[src/rtl/smb_pkg.sv]
package smb_pkg;

    typedef enum logic [2:0] {
        ST_IDLE, ST_RX, ST_ACK, ST_WAIT, ST_FETCH, ST_TX, ST_RACK, ST_HOLD
    } st_e;

    // one byte through CRC-8, polynomial 0x07, MSB first
    function automatic logic [7:0] crc8_byte(input logic [7:0] crc_in, input logic [7:0] b);
        logic [7:0] c;
        c = crc_in;
        for (int i = 7; i >= 0; i--) begin
            if (c[7] ^ b[i]) c = {c[6:0], 1'b0} ^ 8'h07;
            else             c = {c[6:0], 1'b0};
        end
        return c;
    endfunction

endpackage

[src/rtl/smb_sync.sv]
module smb_sync #(
    parameter int W = 2
) (
    input  logic         clk,
    input  logic         rst_n,
    input  logic [W-1:0] din,
    output logic [W-1:0] dout
);
    logic [W-1:0] s1_d, s1_q, s2_d, s2_q;

    always_comb begin
        s1_d = din;
        s2_d = s1_q;
    end

    always_ff @(posedge clk or negedge rst_n) begin
        if (!rst_n) begin
            s1_q <= '1;
            s2_q <= '1;
        end else begin
            s1_q <= s1_d;
            s2_q <= s2_d;
        end
    end

    assign dout = s2_q;
endmodule

[src/rtl/smb_edges.sv]
module smb_edges (
    input  logic clk,
    input  logic rst_n,
    input  logic scl_s,
    input  logic sda_s,
    output logic scl_rise,
    output logic scl_fall,
    output logic bus_start,
    output logic bus_stop
);
    logic scl_d, scl_q, sda_d, sda_q;

    always_comb begin
        scl_d = scl_s;
        sda_d = sda_s;
    end

    always_ff @(posedge clk or negedge rst_n) begin
        if (!rst_n) begin
            scl_q <= 1'b1;
            sda_q <= 1'b1;
        end else begin
            scl_q <= scl_d;
            sda_q <= sda_d;
        end
    end

    assign scl_rise  =  scl_s & ~scl_q;
    assign scl_fall  = ~scl_s &  scl_q;
    assign bus_start =  scl_s &  scl_q &  sda_q & ~sda_s;
    assign bus_stop  =  scl_s &  scl_q & ~sda_q &  sda_s;
endmodule

[src/rtl/smb_lowtimer.sv]
module smb_lowtimer #(
    parameter int TO_CYC = 3_500_000
) (
    input  logic clk,
    input  logic rst_n,
    input  logic scl_s,
    input  logic bus_stop,
    output logic fire
);
    localparam int TCW = $clog2(TO_CYC + 1);

    logic [TCW-1:0] cnt_d, cnt_q;

    always_comb begin
        cnt_d = cnt_q;
        if (scl_s || bus_stop)             cnt_d = '0;
        else if (cnt_q != TCW'(TO_CYC))    cnt_d = cnt_q + TCW'(1);
    end

    always_ff @(posedge clk or negedge rst_n) begin
        if (!rst_n) cnt_q <= '0;
        else        cnt_q <= cnt_d;
    end

    // one pulse per low period; the count then parks at the limit
    assign fire = ~scl_s & ~bus_stop & (cnt_q == TCW'(TO_CYC - 1));
endmodule

[src/rtl/smb_blkrd_target.sv]
module smb_blkrd_target
    import smb_pkg::*;
#(
    parameter logic [6:0] ADDR   = 7'h42,
    parameter int         TO_CYC = 3_500_000
) (
    input  logic       clk,
    input  logic       rst_n,
    input  logic       scl_i,
    input  logic       sda_i,
    output logic       scl_oe,
    output logic       sda_oe,
    input  logic       pec_en,
    output logic       rf_req,
    output logic [7:0] rf_idx,
    output logic [7:0] rf_cmd,
    input  logic       rf_ack,
    input  logic [7:0] rf_rdata,
    input  logic       to_clr,
    output logic       to_flag
);
    localparam int IW = 9;

    typedef struct packed {
        st_e          st;
        logic [7:0]   sh;
        logic [3:0]   cnt;
        logic         is_cmd;
        logic         rd;
        logic         cmd_ok;
        logic [7:0]   cmd;
        logic [7:0]   len;
        logic [IW-1:0] idx;
        logic [7:0]   crc;
        logic         ack;
        logic         scl_oe;
        logic         sda_oe;
        logic         flag;
    } ctx_t;

    ctx_t d, q;
    logic [1:0] sync_o;
    logic scl_s, sda_s, scl_rise, scl_fall, bus_start, bus_stop, to_fire;

    smb_sync #(.W(2)) u_sync (
        .clk(clk), .rst_n(rst_n), .din({scl_i, sda_i}), .dout(sync_o)
    );
    assign scl_s = sync_o[1];
    assign sda_s = sync_o[0];

    smb_edges u_edges (
        .clk(clk), .rst_n(rst_n), .scl_s(scl_s), .sda_s(sda_s),
        .scl_rise(scl_rise), .scl_fall(scl_fall),
        .bus_start(bus_start), .bus_stop(bus_stop)
    );

    smb_lowtimer #(.TO_CYC(TO_CYC)) u_timer (
        .clk(clk), .rst_n(rst_n), .scl_s(scl_s), .bus_stop(bus_stop), .fire(to_fire)
    );

    always_comb begin
        d = q;
        if (to_fire) begin
            d      = '0;
            d.st   = ST_IDLE;
        end else if (bus_start) begin
            d.st     = ST_RX;
            d.cnt    = '0;
            d.is_cmd = 1'b0;
            d.scl_oe = 1'b0;
            d.sda_oe = 1'b0;
        end else if (bus_stop) begin
            d.st     = ST_IDLE;
            d.cmd_ok = 1'b0;
            d.scl_oe = 1'b0;
            d.sda_oe = 1'b0;
        end else begin
            unique case (q.st)
                ST_RX: begin
                    if (scl_rise) begin
                        d.sh  = {q.sh[6:0], sda_s};
                        d.cnt = q.cnt + 4'd1;
                    end
                    if (scl_fall && q.cnt == 4'd8) begin
                        d.cnt = '0;
                        if (q.is_cmd) begin
                            d.cmd    = q.sh;
                            d.cmd_ok = 1'b1;
                            d.crc    = crc8_byte(q.crc, q.sh);
                            d.rd     = 1'b0;
                            d.st     = ST_ACK;
                            d.sda_oe = 1'b1;
                        end else if (q.sh[7:1] == ADDR && (!q.sh[0] || q.cmd_ok)) begin
                            d.rd     = q.sh[0];
                            d.crc    = crc8_byte(q.sh[0] ? q.crc : 8'h00, q.sh);
                            d.cmd_ok = q.sh[0];
                            d.st     = ST_ACK;
                            d.sda_oe = 1'b1;
                        end else begin
                            d.st = ST_WAIT;
                        end
                    end
                end
                ST_ACK: begin
                    if (scl_fall) begin
                        d.sda_oe = 1'b0;
                        if (q.rd) begin
                            d.st     = ST_FETCH;
                            d.scl_oe = 1'b1;
                            d.idx    = '0;
                        end else if (q.cmd_ok) begin
                            d.st = ST_WAIT;
                        end else begin
                            d.st     = ST_RX;
                            d.is_cmd = 1'b1;
                        end
                    end
                end
                ST_FETCH: begin
                    if (rf_ack) begin
                        d.sh     = rf_rdata;
                        d.crc    = crc8_byte(q.crc, rf_rdata);
                        if (q.idx == '0) d.len = rf_rdata;
                        d.st     = ST_TX;
                        d.cnt    = '0;
                        d.sda_oe = ~rf_rdata[7];
                    end
                end
                ST_TX: begin
                    if (q.scl_oe) begin
                        d.scl_oe = 1'b0;          // data bit set up one clock before release
                    end else if (scl_fall) begin
                        if (q.cnt == 4'd7) begin
                            d.st     = ST_RACK;
                            d.sda_oe = 1'b0;
                        end else begin
                            d.sh     = {q.sh[6:0], 1'b0};
                            d.cnt    = q.cnt + 4'd1;
                            d.sda_oe = ~q.sh[6];
                        end
                    end
                end
                ST_RACK: begin
                    if (scl_rise) d.ack = ~sda_s;
                    if (scl_fall) begin
                        if (!q.ack) begin
                            d.st = ST_WAIT;
                        end else begin
                            d.idx = q.idx + IW'(1);
                            if (q.idx < {1'b0, q.len}) begin
                                d.st     = ST_FETCH;
                                d.scl_oe = 1'b1;
                            end else if (q.idx == {1'b0, q.len} && pec_en) begin
                                d.sh     = q.crc;
                                d.st     = ST_TX;
                                d.cnt    = '0;
                                d.sda_oe = ~q.crc[7];
                            end else begin
                                d.st     = ST_HOLD;
                                d.scl_oe = 1'b1;
                            end
                        end
                    end
                end
                default: ;
            endcase
        end
        if (to_fire)     d.flag = 1'b1;
        else if (to_clr) d.flag = 1'b0;
    end

    always_ff @(posedge clk or negedge rst_n) begin
        if (!rst_n) begin
            q    <= '0;
            q.st <= ST_IDLE;
        end else begin
            q <= d;
        end
    end

    assign scl_oe  = q.scl_oe;
    assign sda_oe  = q.sda_oe;
    assign rf_req  = (q.st == ST_FETCH);
    assign rf_idx  = q.idx[7:0];
    assign rf_cmd  = q.cmd;
    assign to_flag = q.flag;
endmodule

[config.mk]
export PLATFORM = sky130hd
export DESIGN_NAME = smb_blkrd_target
export DESIGN_NICKNAME = d
export VERILOG_FILES = /design/src/rtl/smb_pkg.sv /design/src/rtl/smb_sync.sv /design/src/rtl/smb_edges.sv /design/src/rtl/smb_lowtimer.sv /design/src/rtl/smb_blkrd_target.sv
export SDC_FILE = /design/constraint.sdc
export NUM_CORES = 1
export LEC_CHECK = 0
export BUFFER_PORTS_ARGS = -buffer_cell sky130_fd_sc_hd__buf_2
export CAP_MARGIN = 20
export CORE_MARGIN = 4
export CORE_UTILIZATION = 41
export CTS_CLUSTER_DIAMETER = 100
export DETAILED_ROUTE_END_ITERATION = 10
export MAX_ROUTING_LAYER = met4
export PLACE_DENSITY = 0.67
export SLEW_MARGIN = 25
export SYNTH_ARGS = -nofsm -noshare
export SYNTH_HDL_FRONTEND = slang
export SYNTH_SLANG_ARGS = --single-unit
[constraint.sdc]
create_clock -name clk -period 2.3 [get_ports clk]
set_input_delay 0.345 -clock clk [delete_from_list [all_inputs] [get_ports clk]]
set_output_delay 0.345 -clock clk [all_outputs]
set_load 0.01 [all_outputs]
### Word level (Yosys, flattened, before mapping)

Index checks and enable logic that the tools add are counted.
Widths: inputs -> output; s select.

| word-level totals | value |
|---|---|
| flip-flop bits (word level) | 83 |
| bits of input ports | 15 |
| output and inout port bits | 20 |
| logic and storage cells | 409 |

| operators by class | value |
|---|---|
| add/sub/neg operators | 3 |
| $lt $le $gt $ge | 1 |
| eq/ne operators | 51 |
| muxes and demuxes | 229 |
| bitwise operators | 64 |
| reduce and logical (&&, ||, !) cells | 42 |

Operators with widths:

| kind | count |
|---|---|
| $mux 8 | 136 |
| $mux 3 | 32 |
| $not 3->3 | 23 |
| $mux 12 | 5 |
| $mux 15 | 4 |
| $mux 54 | 1 |
| $ne 5x4->1 const B | 10 |
| $pmux 12 s4 | 1 |
| $mux 22 | 2 |
| $mux 36 | 1 |
| $mux 9 | 4 |
| $ne 3x3->1 const B | 12 |
| $mux 34 | 1 |
| $ne 4x4->1 const B | 8 |
| $xor 1x1->1 | 24 |
| $add 22x1->22 const B | 1 |
| $eq 22x22->1 const B | 1 |
| $mux 1 | 22 |
| $ne 22x22->1 const B | 1 |
| $reduce_and 11->1 | 2 |
| $reduce_bool 3->1 | 7 |
| $mux 10 | 2 |
| $mux 2 | 10 |
| $reduce_and 5->1 | 4 |
| other kinds (41) | 76 |

### Longest topological paths before layout

| logic depth | value |
|---|---|
| word-level depth | 73 |
| gate-level depth with buffers | 10 |
| gate-level depth less buffers | 9 |

### Cells and area by module

From an unflattened synthesis, not the netlist that was laid out.

| second synthesis, totals | value |
|---|---|
| cell total of the unflattened synthesis | 586 |
| area total of the unflattened synthesis | 5413.9 sq um |

By module, submodules not included:

| module | times used | cells each | area an instance (sq um) | seq. area each (sq um) |
|---|---|---|---|---|
| smb_blkrd_target | 1 | 445 | 4008.8 | 1376.3 |
| smb_lowtimer | 1 | 131 | 1214.9 | 550.5 |
| smb_sync | 1 | 4 | 105.1 | 105.1 |
| smb_edges | 1 | 6 | 85.1 | 52.6 |

### Worst setup path after synthesis

No wires, ideal clock.

| timing path | value |
|---|---|
| kind | flip-flop to flip-flop |
| start | register q (netlist bit rf_idx[6]) |
| end | register q[42] in the netlist's numbering |
| setup time | 0.077 ns |
| arrival | 1.945 ns |
| data required time | 2.223 ns |
| setup slack | 0.277 ns |
| stages on the path, launching flop included | 9 |
| path buffers | 0 |
| clock period less this slack | 2.023 ns |
| cell sequence | dfrtp_1 > ha_1 > a21oi_1 > nor2b_1 > o31ai_1 > o21ai_0 > o2111a_1 > a21bo_2 > a21oi_1 |

| between the ends | value |
|---|---|
| longest elaborated chain between the ends | 4 |
| elaborated cells between the ends (all ways) | 6 |
| classes of those cells | order compare: 1; eq/ne: 3; reduce/logical: 2 |

RTL lines:

| element | RTL line | text |
|---|---|---|
| start: declaration | smb_blkrd_target.sv:41 | `ctx_t d, q;` |
| parallel branches: the longest is 3 deep, another holds $lt 9x8->1 | -- |  |
| $reduce_and 11->1 (no source line) (*) | -- |  |

Mark *: on every way between the ends.
A chain may end at the register's enable or synchronous reset.

### Worst setup path after layout

| timing path | value |
|---|---|
| start | register q (netlist bit rf_idx[4]) |
| end | register q[41] in the netlist's numbering |

Same word-level chain as after synthesis.

==> impl_metrics.tcl <==
set metrics [dict create \
    num_vias 4617 \
    coreArea_mm2 0.0132 \
    status "finished, final reports clean" \
    end_kind "flop" \
    slew_violations 0 \
    hold_start "sda_i" \
    worstReg2RegStart "rf_idx[4]" \
    grtUsageTotal_pct 19.5 \
    finish.instance_area_mm2 0.00637 \
    tightest_slew_ps 534 \
    routabilityCongestion 0.945 \
    io_pins 35 \
    area_growth_pct 15.8 \
    p_per_area_mw_per_mm2 927 \
    die_area_mm2 0.0153 \
    clockBufferDepth 2 \
    max_stage_delay_ps 380 \
    synth_edf_count 0 \
    holdCritPathClass "in -> reg" \
    tritoncts "done" \
    setup_viol 0 \
    critical_path_arrival_ps 2400 \
    syn-cell-area_mm2 0.00551 \
    critPathLaunch "rf_idx[4]" \
    synth.net_count 654 \
    criticalPathCategory "reg -> reg" \
    p_leak_nw 2.75 \
    finalClockSkew_ps 3.73 \
    cap_violations 0 \
    path_cells "ha_1, nand4_1, nor3_2, o31ai_1, buf_4, o21ai_2, o2111a_2, nand3_1, a21oi_1" \
    final_nets 696 \
    die_w_um 124 \
    antenna_found_initial 0 \
    grt_pass1_vias 4677 \
    ant_nets 0 \
    place_area_mm2 0.00597 \
    power_mw 5.91 \
    synth.avg_cell_area_um2 8.81 \
    ys_warn_count 0 \
    clockRootBuffer "clkbuf_16" \
    clk_pin_slew_ps 60 \
    grt_max_degree 40 \
    cts_sinks 83 \
    fmax_mhz 467 \
    critPathSlowestCell "dfrtp_1" \
    cts_made_buffers 9 \
    avgViaCountPerCell 5.44 \
    initial_utilization_pct 41.7 \
    netlist_instances 625 \
    instances_no_fill 848 \
    drc 0 \
    cts.htree.levels 3 \
    port_buffers 34 \
    relSlewSlack_pct 64.3 \
    routedWlPerCell_um 15.9 \
    critical_path_buf_inv_count 1 \
    crit_family "compound AO/OA/AOI/OAI gates" \
    diodes 0 \
    die_h_um 124 \
    rows 42 \
    place_hpwl_mm 10.2 \
    finalHoldViolations 0 \
    period_needed_ps 2140 \
    synth.ff_latch_count 83 \
    max-vdd-ir-drop_mv 0.464 \
    cp_max_fo 8 \
    clk_latency_ps 340 \
    dp_cells 830 \
    layout_commonest_cell "dfrtp_1" \
    synthArstFlopShare_pct 100 \
    ys.flop_type "dfrtp_1" \
    synth.distinct_cells 63 \
    grt_pass1_wl_mm 22.9 \
    grt-ovfl-total 0 \
    final_cell_mix "76 x dfrtp_1, 62 x nand2_1, 56 x nor2_1, 45 x o21ai_0, 44 x xnor2_1" \
    drtPass1Iterations 5 \
    drive_gt1_share_pct 19.5 \
    routed_wirelength_mm 13.5 \
    min_period_over_period_pct 93.1 \
    cp.required_ps 2560 \
    start_kind "flop" \
    yosysSeqAreaShare_pct 37.9 \
    drt_iter0_drc 300 \
]
[area by class of cell]
cell class	instances	area, um^2
Timing Repair Buffer	79	529
Multi-Input combinational cell	465	3120
Inverter	29	109
Tap cell	176	220
Sequential cell	83	2090
Clock inverter	4	47.5
Clock buffer	12	267
Fill cell	1236	6820
[final timing paths]
check	to	depth (start not counted)	slack, ps
max in group asynchronous	q[51]	3	1200
max	q[41]	9	160
min reg2reg	u_sync.dout[1]	0	360
min	u_sync.s1_q[0]	1	100
max reg2reg	q[41]	9	160
min in group asynchronous	q[9]	2	410
[through the flow]
stage	setup TNS [ps]	util (%)	hold WS, ps	setup slack, ps
6_report	0	48.3	97.8	158
5_1_grt	-9.07	48.3	84.5	-7.53
4_1_cts	0	47.8	80.0	43.2
3_5_place_dp	-423	45.2	237	-119
3_3_place_gp	0	45.2	231	13.0
2_1_floorplan	0	-	49.4	277
[power breakdown]
part	switching, mW	internal, mW	total (mW)
registers	0.238	1.63	1.87
clock network	0.580	0.926	1.51
logic	1.31	1.22	2.54
total	2.13	3.78	5.91
[registers in the layout (all words and copies together) (netlist names)]
name           flops
q                 36
rf_cmd             8
rf_idx             8
scl_oe             1
sda_oe             1
to_flag            1
u_edges.scl_q      1
u_edges.sda_q      1
u_sync.dout        2
u_sync.s1_q        2
u_timer.cnt_q     22
[synthesized netlist by cell type (4+ instances only)]
cell | count | share of area (%)
a21oi_1 | 36 | 3.3
a31oi_1 | 4 | 0.45
and3_1 | 7 | 0.80
buf_2 | 9 | 0.82
buf_4 | 17 | 2.3
clkbuf_1 | 17 | 1.2
dfrtp_1 | 77 | 35
dfstp_2 | 6 | 2.9
ha_1 | 14 | 3.2
inv_1 | 29 | 2.0
mux2i_1 | 22 | 4.0
nand2_1 | 63 | 4.3
nand2b_1 | 12 | 1.4
nand3_1 | 16 | 1.5
nand3b_1 | 11 | 1.5
nand4_1 | 9 | 1.0
nor2_1 | 57 | 3.9
nor2b_1 | 4 | 0.45
nor3_1 | 13 | 1.2
nor3b_1 | 6 | 0.82
o21ai_0 | 49 | 4.5
o21ai_1 | 4 | 0.36
o31ai_1 | 7 | 0.95
or3_1 | 9 | 1.0
xnor2_1 | 44 | 7.0
xor2_1 | 27 | 4.3
[logic make-up after synthesis]
logic type                 Yosys count  synth area share [%]
buffers and inverters               77                  6.80
DFF                                 83                  37.9
AOI/OAI and AO/OA                  126                  14.1
xor gates and xnor gates            75                  13.0
adders and majority gates           14                  3.18
muxes                               23                  4.20
and+or+nand+nor                    227                  20.9
[worst register-to-register path: cells and delay by family (launching register included)]
kind            cells  cell delay (ps)
compound gates      4              750
fa+ha+maj           1              330
buf+inv             1              170
flops               1              380
simple gates        3              430
[timing repair]
| action | in CTS | in global routing |
|---|---|---|
| gates resized for setup | 5 | 17 |
| setup endpoints to repair | 12 | 30 |
| setup buffers | 0 | 1 |
| pin swaps | 0 | 2 |
| hold buffers | 1 | 0 |
| hold endpoints to repair | 15 | 0 |
| cloned | 0 | 0 |
[per-layer routing]
| layer | wire length (um) | vias up | global-route usage (%) |
|---|---|---|---|
| met5 | 0 | - | - |
| met4 | 382 | 0 | 8.03 |
| met3 | 759 | 32 | 4.50 |
| met2 | 6370 | 141 | 30.7 |
| met1 | 5990 | 2224 | 24.4 |
| li1 | - | 2220 | - |
Note: power is estimated with default switching activity, not from simulation.
